===== config.mk =====
export PLATFORM = sky130hd
export DESIGN_NAME = acin_serializer
export DESIGN_NICKNAME = d
export VERILOG_FILES = /design/src/rtl/acin_pkg.sv /design/src/rtl/acin_ready_track.sv /design/src/rtl/acin_frame_build.sv /design/src/rtl/acin_serializer.sv
export SDC_FILE = /design/constraint.sdc
export NUM_CORES = 1
export LEC_CHECK = 0
export ABC_CLOCK_PERIOD_IN_PS = 2250
export BUFFER_PORTS_ARGS = -buffer_cell sky130_fd_sc_hd__buf_2
export CAP_MARGIN = 30
export CORE_MARGIN = 4
export CORE_UTILIZATION = 55
export DETAILED_ROUTE_END_ITERATION = 8
export PLACE_DENSITY_LB_ADDON = 0.3
export SYNTH_ARGS = -nofsm -noshare
export SYNTH_HDL_FRONTEND = slang
export SYNTH_SLANG_ARGS = --single-unit

===== constraint.sdc =====
create_clock -name clk -period 2.25 [get_ports clk]
set_clock_uncertainty 0.05 [all_clocks]
set_input_delay 0.3375 -clock clk [delete_from_list [all_inputs] [get_ports clk]]
set_output_delay 0.3375 -clock clk [all_outputs]
set_load 0.02 [all_outputs]

===== src/rtl/acin_pkg.sv =====
package acin_pkg;
    localparam int TAG_W     = 16;
    localparam int SLOT_W    = 20;
    localparam int NUM_SLOTS = 12;
    localparam int FRAME_BITS = TAG_W + NUM_SLOTS * SLOT_W;
    localparam int CNT_W     = $clog2(FRAME_BITS + 1);

    typedef enum logic [0:0] {
        ST_IDLE  = 1'b0,
        ST_SHIFT = 1'b1
    } ser_state_t;
endpackage


===== src/rtl/acin_ready_track.sv =====
module acin_ready_track (
    input  logic clk,
    input  logic rst_n,
    input  logic clk_stable,
    output logic ready
);
    always_ff @(posedge clk) begin
        if (!rst_n) ready <= 1'b0;
        else        ready <= ready | clk_stable;
    end

    // once up, the flag only falls through reset
    a_r2_ready_sticky: assert property (@(posedge clk) disable iff (!rst_n)
        ready |=> ready);
endmodule


===== src/rtl/acin_frame_build.sv =====
module acin_frame_build
    import acin_pkg::*;
#(
    parameter int IDX_W   = 7,
    parameter int REG_W   = 16,
    parameter int CAP_W   = 18,
    parameter int NUM_CAP = 8
) (
    input  logic                     ready,
    input  logic                     req_valid,
    input  logic                     req_read,
    input  logic [IDX_W-1:0]         req_index,
    input  logic [REG_W-1:0]         reg_data,
    input  logic [NUM_CAP*CAP_W-1:0] cap_data,
    input  logic [NUM_CAP-1:0]       cap_valid,
    input  logic [NUM_CAP-1:0]       slot_req,
    input  logic                     var_rate_en,
    output logic [FRAME_BITS-1:0]    frame
);
    localparam int TOP    = FRAME_BITS - 1;
    localparam int S1_TOP = TOP - TAG_W;
    localparam int S2_TOP = S1_TOP - SLOT_W;
    localparam int S3_TOP = S2_TOP - SLOT_W;
    localparam int IDX_TOP = S1_TOP - 1;
    localparam int SR_TOP  = IDX_TOP - IDX_W;

    logic echo;
    assign echo = ready & req_valid & req_read;

    always_comb begin
        frame = '0;
        if (ready) begin
            frame[TOP]     = 1'b1;
            frame[TOP - 1] = echo;
            frame[TOP - 2] = echo;
            if (echo) begin
                frame[IDX_TOP -: IDX_W] = req_index;
                frame[S2_TOP -: REG_W]  = reg_data;
            end
            for (int i = 0; i < NUM_CAP; i++) begin
                frame[SR_TOP - i] = var_rate_en & slot_req[i];
                frame[TOP - 3 - i] = cap_valid[i];
                if (cap_valid[i])
                    frame[S3_TOP - i*SLOT_W -: CAP_W] = cap_data[i*CAP_W +: CAP_W];
            end
        end
    end
endmodule


===== src/rtl/acin_serializer.sv =====
module acin_serializer
    import acin_pkg::*;
#(
    parameter int IDX_W   = 7,
    parameter int REG_W   = 16,
    parameter int CAP_W   = 18,
    parameter int NUM_CAP = 8
) (
    input  logic                     clk,
    input  logic                     rst_n,
    input  logic                     sync,
    input  logic                     clk_stable,
    input  logic                     req_valid,
    input  logic                     req_read,
    input  logic [IDX_W-1:0]         req_index,
    input  logic [REG_W-1:0]         reg_data,
    input  logic [NUM_CAP*CAP_W-1:0] cap_data,
    input  logic [NUM_CAP-1:0]       cap_valid,
    input  logic [NUM_CAP-1:0]       slot_req,
    input  logic                     var_rate_en,
    output logic                     ser_out
);
    localparam int TOP = FRAME_BITS - 1;
    localparam int SR_TOP = TOP - TAG_W - 1 - IDX_W;
    localparam logic [CNT_W-1:0] LAST = CNT_W'(FRAME_BITS);

    ser_state_t              state_q, state_d;
    logic [CNT_W-1:0]        cnt_q;
    logic [FRAME_BITS-1:0]   shreg_q;
    logic [FRAME_BITS-1:0]   frame;
    logic                    sync_q;
    logic                    ser_q;
    logic                    rdy;
    logic                    start;

    assign start   = sync & ~sync_q;
    assign ser_out = ser_q;

    acin_ready_track u_rdy (
        .clk        (clk),
        .rst_n      (rst_n),
        .clk_stable (clk_stable),
        .ready      (rdy)
    );

    acin_frame_build #(
        .IDX_W   (IDX_W),
        .REG_W   (REG_W),
        .CAP_W   (CAP_W),
        .NUM_CAP (NUM_CAP)
    ) u_build (
        .ready       (rdy),
        .req_valid   (req_valid),
        .req_read    (req_read),
        .req_index   (req_index),
        .reg_data    (reg_data),
        .cap_data    (cap_data),
        .cap_valid   (cap_valid),
        .slot_req    (slot_req),
        .var_rate_en (var_rate_en),
        .frame       (frame)
    );

    always_comb begin
        state_d = state_q;
        unique case (state_q)
            ST_IDLE:  state_d = start ? ST_SHIFT : ST_IDLE;
            ST_SHIFT: begin
                if (start)              state_d = ST_SHIFT;
                else if (cnt_q == LAST) state_d = ST_IDLE;
                else                    state_d = ST_SHIFT;
            end
            default:  state_d = ST_IDLE;
        endcase
    end

    always_ff @(posedge clk) begin
        if (!rst_n) begin
            state_q <= ST_IDLE;
            sync_q  <= 1'b0;
        end else begin
            state_q <= state_d;
            sync_q  <= sync;
        end
    end

    always_ff @(posedge clk) begin
        if (!rst_n) begin
            ser_q   <= 1'b0;
            shreg_q <= '0;
            cnt_q   <= '0;
        end else if (start) begin
            ser_q   <= frame[TOP];
            shreg_q <= frame << 1;
            cnt_q   <= CNT_W'(1);
        end else if (state_q == ST_SHIFT && cnt_q != LAST) begin
            ser_q   <= shreg_q[TOP];
            shreg_q <= shreg_q << 1;
            cnt_q   <= cnt_q + 1'b1;
        end else begin
            ser_q   <= 1'b0;
        end
    end

    a_r2_first_bit: assert property (@(posedge clk) disable iff (!rst_n)
        start |=> ser_out == $past(rdy));
    a_r1_idle_quiet: assert property (@(posedge clk) disable iff (!rst_n)
        (state_q == ST_IDLE && !start) |=> !ser_out);
    a_r1_cnt_bound: assert property (@(posedge clk) disable iff (!rst_n)
        cnt_q <= LAST);
    a_r3_unready_blank: assert property (@(posedge clk) disable iff (!rst_n)
        !rdy |-> frame == '0);
    a_r5_no_echo_tags: assert property (@(posedge clk) disable iff (!rst_n)
        !(req_valid && req_read) |-> (!frame[TOP-1] && !frame[TOP-2]));
    a_r7_requests_off: assert property (@(posedge clk) disable iff (!rst_n)
        !var_rate_en |-> frame[SR_TOP -: NUM_CAP] == '0);
endmodule


==> results.cfg, run 1 <==
[global_route]
grt_pass1_wl_mm = 39.5
antenna_found_initial = 7
groute.usage.overall_pct = 23.7
grt_remaining_overflow = 0
grt_pass1_vias = 7885
grt_max_degree = 80

[placed_design]
gp_congestion = 0.830
dpl-instance-area_um2 = 10500
dpl.hpwl_mm = 15.3
port_buffers = 190
placed_cells = 1301

[critical_path]
cp_top_family = simple AND/OR/NAND/NOR gates
r2r_start = cnt_q[0]$_SDFFE_PN0P_
cp-end-kind = flop
rrSetupSlack_ns = 0.23
r2r_cells = 6
crit_start = cnt_q[0]$_SDFFE_PN0P_
crit_arrival_ns = 2.35
critical_path.slowest_cell = o221a_2
path_cells = inv_1 -> ha_1 -> nor4b_4 -> a21bo_4 -> nand2_4 -> o221a_2
critPathBufInv = 1
crit_required_ns = 2.58
slowest_delay_ns = 0.40
worstSetupPathType = reg -> reg
critPathMaxFanout = 45
cp-start-kind = flop
r2r-end = shreg_q[247]$_SDFFE_PN0P_

[cts]
cts_tree = done
insertion_delay_ns = 0.49
clk_path_buf_depth = 3
postCtsSetupBuffers = 0
cts_buffers = 23
cts_max_level = 1
cts.reportedPaths.clkPinSlew_ns = 0.06
clock-root-buffer = clkbuf_16
cts.sinks = 226

[routing]
ant_nets = 0
dr.pass1.iters = 5
drc = 0
vias = 8269
drt_iter0_drc = 685
avgRoutedWirePerCell_um = 17.6
drt_wl_total_mm = 24.2
vias_per_cell = 6.00

[timing]
period_share_pct = 89.9
rsz0062_at_grt = no
setup_tns_ns = 0
drv_slew = 0
setup_viol = 0
worst_pin_slew_ns = 0.568
period_needed_ns = 2.02
clock.fmax_mhz = 494
hold_viol = 0
slew_headroom_pct = 62.2

[logic_synthesis]
syn_inst = 959
synth_nets = 1151
ys_ff_latch = 226
synth.avg_cell_area_um2 = 9.80
synth_edf_count = 0
synth-seq-area-share_pct = 48.1
yosysTopAreaCell = dfxtp_1
synth_warnings = 0
ys.flop_type = dfxtp_1
post-synth-top-area-fraction_pct = 48.1
ys_async_sr_fraction_pct = 0
syn_area_um2 = 9400
ys_types = 41
ys_top_cells_by_area = dfxtp_1 (48%), a22oi_1 (9.8%), o2bb2ai_1 (7.7%)

[pwr]
power.density_nw_per_um2 = 759
leakagePower_nw = 4.81
ir_drop_v = 0.000512

[final_layout]
post-route-cell-area_um2 = 11600
syn2layout_area_growth_pct = 23.6
multi_input_area_um2 = 4400
drive_gt1_share_pct = 24.1
regArea_um2 = 4520
nets = 1333
fillers = 1265
finalNonFillerCells = 1379

[worst_hold_path]
hold_depth = 3
min_path_type = in -> reg
min_to = shreg_q[129]$_SDFFE_PN0P_
worstHoldStart = cap_data[60]

[run_status]
status = completed

[die]
fp.dieH_um = 139
core_area_um2 = 16600
die_w_um = 139
dieArea_um2 = 19200
io_pins = 191
rows = 47
start_util_pct = 56.5

[flow_run]
max_cap_viol_count = 0
-- synthesized netlist by cell type, types with 9 or more instances --
cell type	instances
nor3_1	18
buf_6	10
nand2_1	106
nor4b_2	10
a21oi_1	41
a22oi_1	123
buf_1	15
buf_2	20
dfxtp_1	226
mux2i_1	43
and4b_1	9
clkbuf_1	52
o211a_1	41
o2bb2ai_1	83
o21ai_0	84
-- where the power goes --
part | internal, W | total (W) | switching [W]
clock network | 0.00212 | 0.00361 | 0.00148
logic | 0.000449 | 0.000990 | 0.000541
registers | 0.00414 | 0.00423 | 0.0000834
-- worst max path at each step --
stage                                      to  slack [ns]  cells past startpoint
detailed placement  shreg_q[247]$_SDFFE_PN0P_        0.06                      6
floorplan           shreg_q[140]$_SDFFE_PN0P_        0.50                      8
global route        shreg_q[248]$_SDFFE_PN0P_        0.09                      6
finish              shreg_q[247]$_SDFFE_PN0P_        0.23                      6
CTS                 shreg_q[247]$_SDFFE_PN0P_        0.06                      6
global placement    shreg_q[247]$_SDFFE_PN0P_        0.18                      6
-- state kept, by name (all words and copies together), names as in the netlist --
signal and cells:
sync_q 1, shreg_q 213, cnt_q 9, u_rdy.ready 1
ser_out 1, state_q 1
-- metal layers --
layer,vias to the layer above,routed length [µm],GRT usage [%]
met1,3969,10900,33.3
met2,277,11200,37.4
met4,4,654,7.83
met3,56,1420,4.14
li1,3963,-,-
met5,-,21,0
-- what timing repair did --
| action | CTS | global route |
|---|---|---|
| hold buffers | 35 | 0 |
| hold endpoints to repair | 35 | 0 |
| gates resized for setup | 0 | 1 |
| setup endpoints to repair | 0 | 13 |
-- final cells by class --
class,instances,area share [%]
flip-flops and latches,226,38.9
multi-input cells,626,37.9
repair buffers,261,14.6
clock buffers,36,5.72
well taps,220,2.37
clock inverters,2,0.301
diodes,5,0.108
inverters,3,0.0969
-- cell families after synthesis --
kind of cell	after synthesis	synth area share, %
buffers and inverters	107	5.62
adders and majority gates	2	0.266
and+or+nand+nor	183	10.4
muxes	43	4.58
DFF	226	48.1
AOI/OAI and AO/OA	391	30.4
xor gates and xnor gates	7	0.652
-- metrics by stage --
stage	hold WS, ns	util (%)	total power [W]	worst slack (ns)
after floorplan	0.382	-	0.00488	0.500
after global placement	0.386	63.4	0.00523	0.184
after detailed placement	0.393	63.4	0.00524	0.0632
after CTS	0.00132	69.7	0.00887	0.0646
after global routing	0.00501	69.8	0.00913	0.0881
final	0.00142	69.8	0.00882	0.227
-- tightest hold or removal path, cell delays in order --
cell and delay (ns):
buf_2 0.08, nand2_1 0.04, o21ai_0 0.05
-- placed cells by master, fill, tap and decap left out, types with 2 or more instances in the layout --
cell,n
dfxtp_1,226
buf_2,190
a22oi_1,123
nand2_1,105
o21ai_0,84
o2bb2ai_1,83
mux2i_1,43
o211a_1,41
a21oi_1,41
dlygate4sd3_1,35
buf_4,26
clkbuf_16,23
nor3_1,18
buf_12,10
and4b_1,9
nor4b_2,9
clkbuf_1,9
and2_1,8
nand4_1,7
nor2_1,7
xor2_1,6
nand3_1,6
diode_2,5
o21a_1,5
o221a_2,4
clkbuf_8,4
inv_1,3
and3_1,3
nor4b_4,2
and2_0,2
o211ai_1,2
a21boi_0,2
ha_1,2
No activity file was read; power rests on OpenSTA's default activity.
==> run 2, diff against run 1 <==
Settings changed: CORE_MARGIN 4 to 2.
==> results.cfg, run 2 (synthesized netlist as in run 1, its figures left out) <==
[run_status]
status = completed

[pwr]
total_power_w = 0.00891
power.density_nw_per_um2 = 765
leakagePower_nw = 4.84
ir_drop_v = 0.000641

[routing]
drt_iter0_drc = 670
drc = 0
vias_per_cell = 5.95
vias = 8252
drt_wl_total_mm = 24.5
ant_nets = 0
avgRoutedWirePerCell_um = 17.7
dr.pass1.iters = 6

[final_layout]
drive_gt1_share_pct = 25.4
final_cell_mix = dfxtp_1 (226), buf_2 (190), a22oi_1 (123), nand2_1 (105), o21ai_0 (84)
layout_commonest_cell = dfxtp_1
largestRegisters = shreg_q x213, cnt_q x9
top_register = shreg_q
nets = 1339
largest_reg_flops = 213
syn2layout_area_growth_pct = 23.9

[die]
start_util_pct = 56.5
rows = 47
die_w_um = 135
core_area_um2 = 16600
fp.dieH_um = 135
io_pins = 191
dieArea_um2 = 18100

[timing]
period_needed_ns = 2.11
clock.fmax_mhz = 475
period_share_pct = 93.6
hold_viol = 0
rsz0062_at_grt = no
setup_viol = 0
setup_tns_ns = 0
slew_headroom_pct = 64.0
worst_pin_slew_ns = 0.540
worst_slack_ns = 0.143
drv_slew = 0

[worst_hold_path]
worstHoldStart = cap_data[78]
hold_depth = 3
min_path_type = in -> reg
min_to = shreg_q[109]$_SDFFE_PN0P_

[global_route]
grt_pass1_wl_mm = 40.2
grt_pass1_vias = 8244
groute.usage.overall_pct = 26.4
grt_remaining_overflow = 0
antenna_found_initial = 5
grt_max_degree = 66

[cts]
cts.reportedPaths.clkPinSlew_ns = 0.06
cts.sinks = 226
cts_max_level = 1
clk_path_buf_depth = 3
insertion_delay_ns = 0.50
cts_buffers = 23
cts_tree = done
cts_hold_buf = 33
postCtsSetupBuffers = 0
cts_resized = 0
clock-root-buffer = clkbuf_16

[placed_design]
dpl.hpwl_mm = 15.2
gp_congestion = 0.828
port_buffers = 190
dpl_worst_slack_ns = 0.178

[critical_path]
worstSetupPathType = reg -> reg
rrSetupSlack_ns = 0.14
crit_required_ns = 2.59
crit_arrival_ns = 2.45
critPathMaxFanout = 23
r2r_start = cnt_q[0]$_SDFFE_PN0P_
slowest_delay_ns = 0.43
critical_path.slowest_cell = nor4b_2
cp-end-kind = flop
r2r_cells = 7
r2r-end = shreg_q[120]$_SDFFE_PN0P_
cp-start-kind = flop
critPathBufInv = 2
cp_top_family = simple AND/OR/NAND/NOR gates
path_cells = inv_1 -> ha_1 -> nor4b_2 -> a21bo_4 -> nand2_4 -> buf_4 -> o211a_1

[flow_run]
max_cap_viol_count = 0
==> run 2: final cells by class <==
class / count / area [µm²]
Clock inverter: 7 / 40.0
Antenna cell: 3 / 7.51
Timing Repair Buffer: 267 / 1700
Clock buffer: 34 / 697
Multi-Input combinational cell: 626 / 4390
Fill cell: 1256 / 5000
Tap cell: 220 / 275
Inverter: 3 / 11.3
Sequential cell: 226 / 4520
==> run 2: per-layer routing <==
metal	vias up	GRT usage (%)	wire, µm
met5	-	0	24
met4	4	8.65	644
met3	50	4.80	1510
met2	267	42.6	11300
met1	3954	36.0	11100
li1	3977	-	-
==> run 2: report_power, final <==
group / switching (W) / internal, W / total [W] / leakage [nW]
Clock: 0.00155 / 0.00214 / 0.00369 / 0.364
Combinational: 0.000545 / 0.000446 / 0.000991 / 2.64
Sequential: 0.0000875 / 0.00414 / 0.00423 / 1.84
==> run 2: worst max path at each step <==
stage / depth (start not counted) / from / endpoint / slack [ns]
6_report: 7 / cnt_q[0]$_SDFFE_PN0P_ / shreg_q[120]$_SDFFE_PN0P_ / 0.14
2_1_floorplan: 8 / cnt_q[0]$_SDFFE_PN0P_ / shreg_q[140]$_SDFFE_PN0P_ / 0.50
5_1_grt: 7 / cnt_q[1]$_SDFFE_PP0N_ / shreg_q[145]$_SDFFE_PN0P_ / 0.04
3_3_place_gp: 7 / cnt_q[0]$_SDFFE_PN0P_ / shreg_q[148]$_SDFFE_PN0P_ / 0.24
3_5_place_dp: 7 / cnt_q[0]$_SDFFE_PN0P_ / shreg_q[120]$_SDFFE_PN0P_ / 0.18
4_1_cts: 7 / cnt_q[0]$_SDFFE_PN0P_ / shreg_q[120]$_SDFFE_PN0P_ / 0.15
==> run 2: stage by stage <==
stage / utilization (%) / instances / instance area [µm²] / hold WS, ns
5_1_grt: 70.0 / 1385 / 11600 / 0.0202
2_1_floorplan: - / 959 / 9400 / 0.382
3_3_place_gp: 63.5 / 1309 / 10600 / 0.387
6_report: 70.0 / 1386 / 11600 / 0.0123
3_5_place_dp: 63.5 / 1309 / 10600 / 0.394
4_1_cts: 69.9 / 1383 / 11600 / 0.00123
==> run 2: worst min-delay path, delay by kind of cell <==
family / cells / cell delay [ns]
AO/OA/AOI/OAI: 1 / 0.06
buffers and inverters: 1 / 0.09
AND/OR/NAND/NOR: 1 / 0.04
==> run 3, diff against run 2 <==
Settings changed: ABC_CLOCK_PERIOD_IN_PS 2250 to 2600, REMOVE_ABC_BUFFERS set to 1.
Clock period 2.25 ns to 2.6 ns, I/O delays scaled along.
==> results.cfg, run 3 (synthesized netlist as in run 1, its figures left out) <==
[run_status]
status = completed

[worst_hold_path]
hold_depth = 3
min_to = shreg_q[170]$_SDFFE_PN0P_
min_path_type = in -> reg
worstHoldStart = cap_data[25]

[routing]
dr.pass1.iters = 5
drt_wl_total_mm = 24.0
drt_iter0_drc = 543
avgRoutedWirePerCell_um = 18.0
vias_per_cell = 6.00
drc = 0
ant_nets = 0
vias = 7977

[timing]
hold_viol = 0
setup_tns_ns = 0
clock.fmax_mhz = 446
period_needed_ns = 2.24
rsz0062_at_grt = no
drv_slew = 0
setup_viol = 0
period_share_pct = 86.2
worst_pin_slew_ns = 0.682
slew_headroom_pct = 54.6

[cts]
insertion_delay_ns = 0.50
cts_tree = done
cts_max_level = 1
cts.reportedPaths.clkPinSlew_ns = 0.06
cts_hold_buf = 0
clock-root-buffer = clkbuf_16
clk_path_buf_depth = 3
cts_resized = 0
cts.sinks = 226
postCtsSetupBuffers = 0
cts_buffers = 24

[critical_path]
critical_path.slowest_cell = a21boi_4
crit_required_ns = 2.96
worstSetupPathType = reg -> reg
path_cells = inv_1 -> ha_1 -> nor4b_2 -> a21boi_4 -> buf_4 -> nor3_1 -> nor4b_2
crit_top_cell = nor4b_2
rrSetupSlack_ns = 0.36
critPathMaxFanout = 30
slowest_delay_ns = 0.45
r2r_start = cnt_q[0]$_SDFFE_PN0P_
r2r-end = shreg_q[214]$_SDFFE_PN0P_
cp-start-kind = flop
cp-end-kind = flop
crit_arrival_ns = 2.60
r2r_cells = 7

[global_route]
antenna_found_initial = 1
grt_max_degree = 77
grt_pass1_vias = 7701
grt_remaining_overflow = 0
grt_pass1_wl_mm = 38.7
groute.usage.overall_pct = 25.8

[final_layout]
layout_commonest_cell = dfxtp_1
finalNonFillerCells = 1329
largest_reg_flops = 213
largestRegisters = shreg_q x213, cnt_q x9
syn2layout_area_growth_pct = 19.0
final_cell_mix = dfxtp_1 (226), buf_2 (190), a22oi_1 (123), nand2_1 (105), o21ai_0 (84)
antennaDiodeCount = 0
nets = 1284
drive_gt1_share_pct = 24.3
top_register = shreg_q

[placed_design]
placed_cells = 1286
port_buffers = 190
gp_congestion = 0.818
dpl.hpwl_mm = 14.8

[die]
start_util_pct = 56.5
rows = 47
core_area_um2 = 16600
io_pins = 191
fp.dieH_um = 135
dieArea_um2 = 18100
die_w_um = 135

[flow_run]
max_cap_viol_count = 0

[pwr]
switching_power_w = 0.00186
power.density_nw_per_um2 = 704
p_clk_share_pct = 43.5
p_comb_share_pct = 10.0
switching_share_pct = 23.6
leakagePower_nw = 4.61
p_int_w = 0.00601
power_frac_seq_pct = 46.5
ir_drop_v = 0.000562
==> run 3: cell type report <==
class	instances	area, µm²
Fill cell	1306	5460
Sequential cell	226	4520
Multi-Input combinational cell	626	4390
Timing Repair Buffer	211	1180
Clock buffer	37	721
Tap cell	220	275
Clock inverter	6	80.1
Inverter	3	11.3
==> run 3: through the flow <==
step           instance area [µm²]  total power, W  utilization, %  setup slack (ns)  hold slack [ns]
5_1_grt                      11200         0.00815            67.2             0.229           0.0318
4_1_cts                      11200         0.00791            67.2             0.349           0.0220
6_report                     11200         0.00787            67.2             0.359           0.0319
3_5_place_dp                 10400         0.00451            62.4             0.369            0.396
2_1_floorplan                 8880         0.00414               -             -6.00            0.382
3_3_place_gp                 10400         0.00450            62.4             0.420            0.387
==> run 3: worst max-delay path by stage <==
stage,cells past startpoint,from,slack [ns],end
5_1_grt,7,cnt_q[0]$_SDFFE_PN0P_,0.23,shreg_q[109]$_SDFFE_PN0P_
3_3_place_gp,7,cnt_q[0]$_SDFFE_PN0P_,0.42,shreg_q[213]$_SDFFE_PN0P_
2_1_floorplan,4,sync_q$_SDFF_PN0_,-6.00,shreg_q[103]$_SDFFE_PN0P_
4_1_cts,7,cnt_q[0]$_SDFFE_PN0P_,0.35,shreg_q[214]$_SDFFE_PN0P_
3_5_place_dp,7,cnt_q[0]$_SDFFE_PN0P_,0.37,shreg_q[214]$_SDFFE_PN0P_
6_report,7,cnt_q[0]$_SDFFE_PN0P_,0.36,shreg_q[214]$_SDFFE_PN0P_
==> run 3: routing by layer <==
metal	share of wire, %	global-route usage (%)	routed length (µm)	vias up
li1	-	-	-	3871
met1	46	36.4	11000	3837
met2	47	42.2	11200	240
met3	5.9	3.53	1420	27
met4	1.2	5.67	290	2
met5	0.054	0	13	-
==> run 3: worst max-delay path, delay by kind of cell, from the launching register on <==
| kind | cells | cell delay, ns |
|---|---|---|
| AND/OR/NAND/NOR | 3 | 0.58 |
| adder cells (fa/ha/maj) | 1 | 0.19 |
| flip-flops | 1 | 0.38 |
| buffers and inverters | 2 | 0.48 |
| AO/OA/AOI/OAI | 1 | 0.45 |
==> run 3: power by group through the flow <==
stage	Clock (W)	Sequential, W	Combinational [W]
2_1_floorplan	0	0.00371	0.000429
3_3_place_gp	0	0.00373	0.000768
3_5_place_dp	0	0.00373	0.000779
4_1_cts	0.00347	0.00366	0.000783
5_1_grt	0.00361	0.00367	0.000860
6_report	0.00343	0.00366	0.000784
